### src/rtl/adc_sp_pkg.sv
package adc_sp_pkg;

   typedef enum logic {
      SP_MASTER = 1'b0,
      SP_SLAVE  = 1'b1
   } sp_mode_e;

   // Edge and level events after the mode multiplexer, one set per clk cycle
   typedef struct packed {
      logic fall;   // serial clock falls at the end of this cycle
      logic rise;   // serial clock rises at the end of this cycle
      logic start;  // receive frame opens
      logic stop;   // receive strobe returns high
      logic tlvl;   // transmit strobe level (active low)
      logic dlvl;   // serial input bit
   } sp_evt_t;

endpackage

### src/rtl/adc_sp_sync.sv
module adc_sp_sync #(
   parameter int              W       = 4,
   parameter int              STAGES  = 2,
   parameter logic [W-1:0]    RST_VAL = '1
) (
   input  logic         clk,
   input  logic         rst_n,
   input  logic [W-1:0] d,
   output logic [W-1:0] q
);
   logic [W-1:0] stg [STAGES];

   always_ff @(posedge clk or negedge rst_n) begin
      if (!rst_n) stg[0] <= RST_VAL;
      else        stg[0] <= d;
   end

   for (genvar k = 1; k < STAGES; k++) begin : g_stage
      always_ff @(posedge clk or negedge rst_n) begin
         if (!rst_n) stg[k] <= RST_VAL;
         else        stg[k] <= stg[k-1];
      end
   end

   assign q = stg[STAGES-1];
endmodule

### src/rtl/adc_sp_clkgen.sv
module adc_sp_clkgen (
   input  logic clk,
   input  logic rst_n,
   input  logic master,
   input  logic conv_done,
   input  logic frame_done,
   output logic sclk_q,
   output logic rfs_q,
   output logic start
);
   logic pend;

   assign start = master & rfs_q & pend & ~sclk_q;

   always_ff @(posedge clk or negedge rst_n) begin
      if (!rst_n) begin
         sclk_q <= 1'b0;
         rfs_q  <= 1'b1;
         pend   <= 1'b0;
      end else if (!master) begin
         sclk_q <= 1'b0;
         rfs_q  <= 1'b1;
         pend   <= 1'b0;
      end else begin
         sclk_q <= ~sclk_q;
         pend   <= conv_done | (pend & ~start);
         if (start)
            rfs_q <= 1'b0;
         else if (!rfs_q && !sclk_q && frame_done)
            rfs_q <= 1'b1;
      end
   end

   AST_SCLK_TOGGLE: assert property (@(posedge clk) disable iff (!rst_n)
      (master ##1 master) |-> (sclk_q != $past(sclk_q)));
   AST_ONE_FRAME: assert property (@(posedge clk) disable iff (!rst_n)
      $fell(rfs_q) |-> $past(pend));
endmodule

### src/rtl/adc_sp_ctrl.sv
module adc_sp_ctrl #(
   parameter int CTRL_W = 5
) (
   input  logic              clk,
   input  logic              rst_n,
   input  adc_sp_pkg::sp_evt_t evt,
   output logic [CTRL_W-1:0] ctrl_q
);
   localparam int CW = $clog2(CTRL_W + 1);
   localparam logic [CW-1:0] FULL = CW'(CTRL_W);
   localparam logic [CW-1:0] LAST = CW'(CTRL_W - 1);

   logic [CW-1:0]     cnt;
   logic [CTRL_W-1:0] sh;
   logic [CTRL_W-1:0] nxt;

   assign nxt = {sh[CTRL_W-2:0], evt.dlvl};

   always_ff @(posedge clk or negedge rst_n) begin
      if (!rst_n) begin
         cnt    <= '0;
         sh     <= '0;
         ctrl_q <= '0;
      end else if (evt.tlvl) begin
         cnt <= '0;
      end else if (evt.fall && cnt < FULL) begin
         sh  <= nxt;
         cnt <= cnt + 1'b1;
         if (cnt == LAST) ctrl_q <= nxt;
      end
   end

   AST_CTRL_HOLD: assert property (@(posedge clk) disable iff (!rst_n)
      evt.tlvl |=> $stable(ctrl_q));
   AST_CTRL_BOUND: assert property (@(posedge clk) disable iff (!rst_n)
      (cnt == FULL && !evt.tlvl) |=> (cnt == FULL || $stable(ctrl_q)));
endmodule

### src/rtl/adc_sp_tx.sv
module adc_sp_tx #(
   parameter int DATA_W  = 12,
   parameter int ADDR_W  = 3,
   parameter bit BIPOLAR = 1'b1
) (
   input  logic              clk,
   input  logic              rst_n,
   input  adc_sp_pkg::sp_evt_t evt,
   input  logic [ADDR_W-1:0] addr,
   input  logic [DATA_W-1:0] result,
   output logic              dout,
   output logic              dout_en,
   output logic              frame_done
);
   localparam int FRAME_W = 1 + ADDR_W + DATA_W;
   localparam int CNT_W   = $clog2(FRAME_W + 1);
   localparam logic [CNT_W-1:0] ALL = CNT_W'(FRAME_W);

   logic [DATA_W-1:0]  coded;
   logic [FRAME_W-1:0] sh;
   logic [CNT_W-1:0]   cnt;
   logic               en;

   if (BIPOLAR) begin : g_twos
      assign coded = {~result[DATA_W-1], result[DATA_W-2:0]};
   end else begin : g_straight
      assign coded = result;
   end

   always_ff @(posedge clk or negedge rst_n) begin
      if (!rst_n) begin
         sh  <= '0;
         cnt <= '0;
         en  <= 1'b0;
      end else if (evt.start) begin
         sh  <= {1'b0, addr, coded};
         cnt <= '0;
         en  <= 1'b1;
      end else if (en && (evt.stop || (evt.rise && cnt == ALL))) begin
         en  <= 1'b0;
      end else if (en && evt.fall && cnt < ALL) begin
         sh  <= {sh[FRAME_W-2:0], 1'b0};
         cnt <= cnt + 1'b1;
      end
   end

   assign dout       = en & sh[FRAME_W-1];
   assign dout_en    = en;
   assign frame_done = en && (cnt == ALL);

   AST_LEAD_ZERO: assert property (@(posedge clk) disable iff (!rst_n)
      evt.start |=> (dout_en && !dout));
   AST_RELEASE: assert property (@(posedge clk) disable iff (!rst_n)
      (en && evt.stop && !evt.start) |=> !dout_en);
endmodule

### src/rtl/adc_serial_port.sv
module adc_serial_port #(
   parameter int DATA_W      = 12,
   parameter int ADDR_W      = 3,
   parameter int SYNC_STAGES = 2,
   parameter bit BIPOLAR     = 1'b1
) (
   input  logic              clk,
   input  logic              rst_n,
   input  logic              mode_ext,
   input  logic              sclk_in,
   input  logic              rfs_in_n,
   input  logic              tfs_n,
   input  logic              din,
   input  logic              conv_done,
   input  logic [DATA_W-1:0] conv_data,
   output logic              sclk_out,
   output logic              rfs_out_n,
   output logic              dout,
   output logic              dout_en,
   output logic [ADDR_W-1:0] chan_sel,
   output logic              conv_start,
   output logic              standby
);
   import adc_sp_pkg::*;

   localparam int CTRL_W = ADDR_W + 2;

   if (DATA_W < 2) begin : g_bad_data
      $error("DATA_W must be at least 2");
   end
   if (ADDR_W < 1) begin : g_bad_addr
      $error("ADDR_W must be at least 1");
   end
   if (SYNC_STAGES < 2) begin : g_bad_sync
      $error("SYNC_STAGES must be at least 2");
   end

   sp_mode_e mode;
   assign mode = sp_mode_e'(mode_ext);

   // synchronized host signals: {sclk, rfs, tfs, din}
   logic [3:0] sy;
   logic       s_prev, r_prev;

   adc_sp_sync #(.W(4), .STAGES(SYNC_STAGES), .RST_VAL(4'b1111)) u_sync (
      .clk(clk), .rst_n(rst_n),
      .d({sclk_in, rfs_in_n, tfs_n, din}),
      .q(sy)
   );

   always_ff @(posedge clk or negedge rst_n) begin
      if (!rst_n) begin
         s_prev <= 1'b1;
         r_prev <= 1'b1;
      end else begin
         s_prev <= sy[3];
         r_prev <= sy[2];
      end
   end

   logic m_sclk, m_rfs, m_start, frame_done;
   sp_evt_t evt;

   always_comb begin
      if (mode == SP_MASTER) begin
         evt.fall  = m_sclk;
         evt.rise  = ~m_sclk;
         evt.start = m_start;
         evt.stop  = 1'b0;
         evt.tlvl  = tfs_n;
         evt.dlvl  = din;
      end else begin
         evt.fall  = s_prev & ~sy[3];
         evt.rise  = ~s_prev & sy[3];
         evt.start = r_prev & ~sy[2];
         evt.stop  = ~r_prev & sy[2];
         evt.tlvl  = sy[1];
         evt.dlvl  = sy[0];
      end
   end

   adc_sp_clkgen u_clkgen (
      .clk(clk), .rst_n(rst_n),
      .master(mode == SP_MASTER),
      .conv_done(conv_done),
      .frame_done(frame_done),
      .sclk_q(m_sclk),
      .rfs_q(m_rfs),
      .start(m_start)
   );

   logic [CTRL_W-1:0] ctrl_q;

   adc_sp_ctrl #(.CTRL_W(CTRL_W)) u_ctrl (
      .clk(clk), .rst_n(rst_n), .evt(evt), .ctrl_q(ctrl_q)
   );

   logic [DATA_W-1:0] res_q;
   always_ff @(posedge clk or negedge rst_n) begin
      if (!rst_n)         res_q <= '0;
      else if (conv_done) res_q <= conv_data;
   end

   adc_sp_tx #(.DATA_W(DATA_W), .ADDR_W(ADDR_W), .BIPOLAR(BIPOLAR)) u_tx (
      .clk(clk), .rst_n(rst_n), .evt(evt),
      .addr(chan_sel), .result(res_q),
      .dout(dout), .dout_en(dout_en), .frame_done(frame_done)
   );

   assign chan_sel   = ctrl_q[CTRL_W-1 -: ADDR_W];
   assign conv_start = ctrl_q[1];
   assign standby    = ctrl_q[0];
   assign sclk_out   = m_sclk;
   assign rfs_out_n  = m_rfs;

   AST_SLAVE_QUIET: assert property (@(posedge clk) disable iff (!rst_n)
      (mode == SP_SLAVE) |=> rfs_out_n);
endmodule

### config.mk
export PLATFORM = sky130hd
export DESIGN_NAME = adc_serial_port
export DESIGN_NICKNAME = d
export VERILOG_FILES = /design/src/rtl/adc_sp_pkg.sv /design/src/rtl/adc_sp_sync.sv /design/src/rtl/adc_sp_clkgen.sv /design/src/rtl/adc_sp_ctrl.sv /design/src/rtl/adc_sp_tx.sv /design/src/rtl/adc_serial_port.sv
export SDC_FILE = /design/constraint.sdc
export NUM_CORES = 1
export LEC_CHECK = 0
export BUFFER_PORTS_ARGS = -buffer_cell sky130_fd_sc_hd__buf_2
export CORE_MARGIN = 5
export CORE_UTILIZATION = 30
export CTS_CLUSTER_DIAMETER = 30
export CTS_CLUSTER_SIZE = 30
export DETAILED_ROUTE_END_ITERATION = 10
export GPL_TIMING_DRIVEN = 0
export PLACE_DENSITY = 0.56
export REMOVE_ABC_BUFFERS = 1
export SKIP_LAST_GASP = 1
export SLEW_MARGIN = 20
export SYNTH_ARGS = -nofsm -noshare
export SYNTH_HDL_FRONTEND = slang
export SYNTH_SLANG_ARGS = --single-unit
### constraint.sdc
create_clock -name clk -period 3.5 [get_ports clk]
set_input_delay 0.175 -clock clk [delete_from_list [all_inputs] [get_ports clk]]
set_output_delay 0.175 -clock clk [all_outputs]
set_load 0.02 [all_outputs]
[After elaboration in Yosys (flattened, before gate mapping)]
Index checks and enable logic that the tools add are counted.
Storage, ports and cells
  register bits: 59
  bits in latches: 0
  RAM bits: 0
  memory bits (read-only): 0
  input bits: 20
  logic and storage cells: 74
  memories kept: 0
Cells by class
  add/subtract/negate cells: 2
  $mul: 0
  div/mod/pow operators: 0
  order comparisons: 2
  eq/ne operators: 3
  shifts and indexed selects: 0
  muxes and demuxes: 16
  bitwise gates (word level): 19
  reductions and logical operators: 18
Operators by type and width (number)
  2-to-1 mux 16 bit: 3
  2-to-1 mux 5 bit: 3
  bitwise AND 1 bit: 9
  NOT 1 bit: 9
  logical AND 1 bit: 8
  2-to-1 mux 1 bit: 7
  2-to-1 mux 3 bit: 2
  2-to-1 mux 6 bit: 1
  nonzero test 2 bit: 3
  adder 5 x 1 -> 5 bit (second input constant): 1
  == test 5 bit (second input constant): 1
  < comparator 5 bit (second input constant): 1
  AND reduction 2 bit: 2
  adder 3 x 1 -> 3 bit (second input constant): 1
  == test 3 bit (second input constant): 1
  < comparator 3 bit (second input constant): 1
  AND reduction 3 bit: 1
  nonzero test 3 bit: 1
  zero test 1 bit: 2
  inequality test 2 bit (second input constant): 1
  logical OR 1 bit: 1
  bitwise OR 1 bit: 1

[Logic depth before layout (Yosys ltp)]
  depth after elaboration: 10
  depth in mapped cells: 7
  depth with buffers taken out: 6

[By module]
Synthesis repeated with hierarchy kept, for this count alone.
Second synthesis, totals
  cells, all modules: 202
  area, all modules: 2596.2 sq um
By module, submodules not included
  adc_sp_tx: instances 1, cells an instance 100, area an instance 1063.5 sq um, sequential area each 550.5 sq um
  adc_serial_port: instances 1, cells an instance 37, area an instance 608.1 sq um, sequential area each 352.8 sq um
  adc_sp_ctrl: instances 1, cells an instance 41, area an instance 551.8 sq um, sequential area each 300.3 sq um
  adc_sp_sync: instances 1, cells an instance 12, area an instance 240.2 sq um, sequential area each 210.2 sq um
  adc_sp_clkgen: instances 1, cells an instance 12, area an instance 132.6 sq um, sequential area each 76.3 sq um

[Worst setup path before layout]
Ideal clock, no wire load.
  path kind: reg2reg
  from: register u_sync.stg (netlist bit u_sync.q[3])
  to: register u_tx.sh[1]
  setup time: 0.137 ns
  arrival: 1.452 ns
  required time: 3.363 ns
  slack: 1.911 ns
  stages on the path, launching flop included: 6
  cells stage by stage: dfstp_2 and3b_1 o2111ai_4 buf_4 mux2i_1 a21oi_1
Between the ends
  word-level cells in the longest chain between the ends: 7
Ends and longest elaborated chain
  start: declaration: line adc_sp_sync.sv:11  | logic [W-1:0] stg [STAGES];
  start signal: indexed assignment: line adc_sp_sync.sv:21  | else stg[k] <= stg[k-1];
  bitwise AND 1 bit or NOT 1 bit (tied branches): line adc_serial_port.sv:74, adc_serial_port.sv:73
  2-to-1 mux 6 bit (*): line adc_serial_port.sv:65  | if (mode == SP_MASTER) begin
  logical AND 1 bit or 2-to-1 mux 6 bit (tied branches): line adc_sp_tx.sv:39, adc_serial_port.sv:65
  logical OR 1 bit or logical AND 1 bit (tied branches): line adc_sp_tx.sv:39, adc_sp_tx.sv:41
  logical AND 1 bit, on equally long branches: line adc_sp_tx.sv:39, adc_sp_tx.sv:41
  inequality test 2 bit (no source line) or nonzero test 2 bit (tied branches)
  AND reduction 2 bit (no source line) (*)
  end signal: assignment: line adc_sp_tx.sv:36  | sh <= {1'b0, addr, coded};
  end signal: assignment: line adc_sp_tx.sv:42  | sh <= {sh[FRAME_W-2:0], 1'b0};
  end: declaration: line adc_sp_tx.sv:20  | logic [FRAME_W-1:0] sh;
Mark *: on every way between the ends. The rest lies on a longest branch, timed or not.
A chain may end at the register's enable or synchronous reset.

[Final worst setup path]
  from: register u_sync.stg (netlist bit u_sync.q[3])
  to: register u_tx.sh[7]
The elaborated chain is that of the path after synthesis.

==> flow_metrics.tcl <==
set metrics [dict create \
    status "completed" \
    synth_top_area_share_pct 48.6 \
    dieArea_um2 10200 \
    wire_per_inst_um 12.7 \
    synthCells 197 \
    power_density_nw_per_um2 617 \
    fin_area_um2 2970 \
    die_h_um 101 \
    report.final.slew_viol_count 0 \
    cts_max_level 3 \
    grt_max_degree 60 \
    yosysTopAreaCell "dfrtp_1" \
    initial_core_util_pct 30.4 \
    vias 1525 \
    rsz0062_at_grt "no" \
    cpPeakStageDelay_ns 0.71 \
    clkSinkCount 59 \
    grt_pass1_wl_um 7410 \
    syn_to_final_growth_pct 20.2 \
    fin_crit_ns 2.04 \
    ys_warn_count 0 \
    syn_area_um2 2470 \
    p_leak_nw 1.39 \
    pin_count 29 \
    antenna_found_initial 0 \
    final_cell_mix "48 x dfrtp_1, 27 x buf_2, 23 x nor2_1, 23 x mux2_2, 17 x a21oi_1" \
    synth_area_leaders "dfrtp_1 49%, dfstp_2 12%, mux2_2 10%, mux2i_1 6.5%, nor2_1 3.5%" \
    drive_above_1_share_pct 32.8 \
    ys_seq_elements 59 \
    place_area_um2 2700 \
    cts_resized 0 \
    utilization_pct 36.6 \
    crit_required_ns 3.66 \
    postCtsSetupBuffers 0 \
    grt_pass1_vias 1581 \
    viasPerCell 4.45 \
    synth_edf_count 0 \
    max-vdd-ir-drop_mv 0.231 \
    final_nets 257 \
    crit_chain "and3b_1 > o2111ai_4 > mux2i_1 > a21oi_1" \
    fin_crit_sh_pct 58.2 \
    insertion_delay_ns 0.33 \
    port_buffers 28 \
    antenna_cells 0 \
    synth-main-ff-cell "dfrtp_1" \
    ys_async_sr_fraction_pct 100 \
    finalSetupTns_ns 0 \
    clock_skew_ns 0.00583 \
    maxCapViolations 0 \
    hold_violations 0 \
    coreArea_um2 8130 \
    syn_area_per_cell_um2 12.6 \
    setup_slack_ns 1.46 \
    die-width_um 101 \
    path_clk_slew_ns 0.06 \
    hp-class "input port to flop" \
    cts_buffers 9 \
    cp-end-kind "flop" \
    slowest_stage "o2111ai_4" \
    layout_commonest_cell "dfrtp_1" \
    cts_buffer_depth 2 \
    routed_wl_um 4360 \
    root_buffer "clkbuf_8" \
    fmax_ghz 0.491 \
    worstSetupPathType "flop to flop" \
    drt_iter0_drc 68 \
    drtAntennaViolNets 0 \
    slew_headroom_pct 40.1 \
    worst_slew_pin_slew_ns 0.899 \
    cts_tree "yes" \
    hpwl_um 2860 \
    arrival_ns 2.19 \
    start_kind "flop" \
    dr.pass1.iters 3 \
    grt_overflow 0 \
    pre_cts_slack_ns 1.46 \
    grt_usage_pct 9.70 \
    gp_congestion 0.798 \
    ys_types 34 \
    row_count 33 \
    path_max_fanout 24 \
    drc_errors 0 \
    setup_viol 0 \
    ys_seq_area_share_pct 60.2 \
]
-- layout make-up --
cell class | instances | area (um2)
clock buffer | 14 | 163
clock inverter | 2 | 60.1
fill | 799 | 5160
inverter | 7 | 26.3
multi-input combinational | 123 | 911
sequential | 59 | 1490
tap | 105 | 131
timing repair buffer | 33 | 193
-- worst paths after layout --
check / startpoint / endpoint / slack, ns / cells past startpoint
max: u_sync.q[3] / u_tx.sh[7] / 1.46 / 4
min: conv_data[10] / res_q[10] / 0.08 / 2
max reg2reg: u_sync.q[3] / u_tx.sh[7] / 1.46 / 4
min reg2reg: u_sync.stg[6] / u_sync.q[2] / 0.35 / 0
max in group asynchronous: rst_n / res_q[8] / 2.57 / 2
min in group asynchronous: rst_n / res_q[1] / 0.45 / 2
-- Yosys cell counts (all sizes together), types with 3 or more instances --
cell type	number
dfrtp	48
mux2	23
nor2	23
a21oi	17
mux2i	16
dfstp	11
nand2	8
buf	7
inv	7
o21ai	5
ha	4
nand3b	3
or3	3
-- critical path: cells and delay by family (launching register included) --
kind             cells  cell delay [ns]
AO/OA/AOI/OAI        2             0.81
multiplexers         1             0.26
flip-flops           1             0.55
AND/OR/NAND/NOR      1             0.23
-- flip-flops by register name (all words and copies together), names as in the netlist --
register and cells:
s_prev 1, u_ctrl.sh 4, u_sync.stg 4, r_prev 1
u_tx.sh 16, u_tx.cnt 5, res_q 12, u_tx.dout_en 1
u_clkgen.rfs_q 1, u_ctrl.ctrl_q 5, u_sync.q 4, u_ctrl.cnt 3
u_clkgen.pend 1, u_clkgen.sclk_q 1
-- metrics by stage --
stage               std cells  hold WS [ns]  power (W)
floorplan                 189        -0.121    0.00107
global route              343        0.0373    0.00196
global placement          322         0.288    0.00114
detailed placement        322         0.290    0.00116
finish                    343        0.0760    0.00184
CTS                       343        0.0538    0.00187
-- where the power goes --
group	internal (W)	switching (W)
Sequential	0.000807	0.0000748
Clock	0.000441	0.000253
Combinational	0.000133	0.000127
Total	0.00138	0.000454
-- routing by layer --
metal	vias up	part of all wire (%)	GRT usage (%)
li1	756	-	-
met1	734	47	11.9
met2	25	46	14.5
met3	10	5.8	5.05
met4	0	1.7	3.73
met5	-	0	0
-- kinds of logic (layout without fill, tap and decap cells) --
kind of cell / after synthesis / after routing / synth area share, %
muxes: 39 / 39 / 16.9
adders and majority gates: 4 / 4 / 2.02
buffers and inverters: 15 / 56 / 2.93
DFF: 59 / 59 / 60.2
AOI/OAI and AO/OA: 31 / 31 / 8.04
xor gates and xnor gates: 3 / 3 / 1.06
and+or+nand+nor: 46 / 46 / 8.75
-- what timing repair did --
item / in CTS / in global routing
hold buffers: 5 / 0
endpoints found under the hold margin: 52 / 0
endpoints found under the setup margin: 0 / 0
Note: power is estimated with default switching activity, not from simulation.
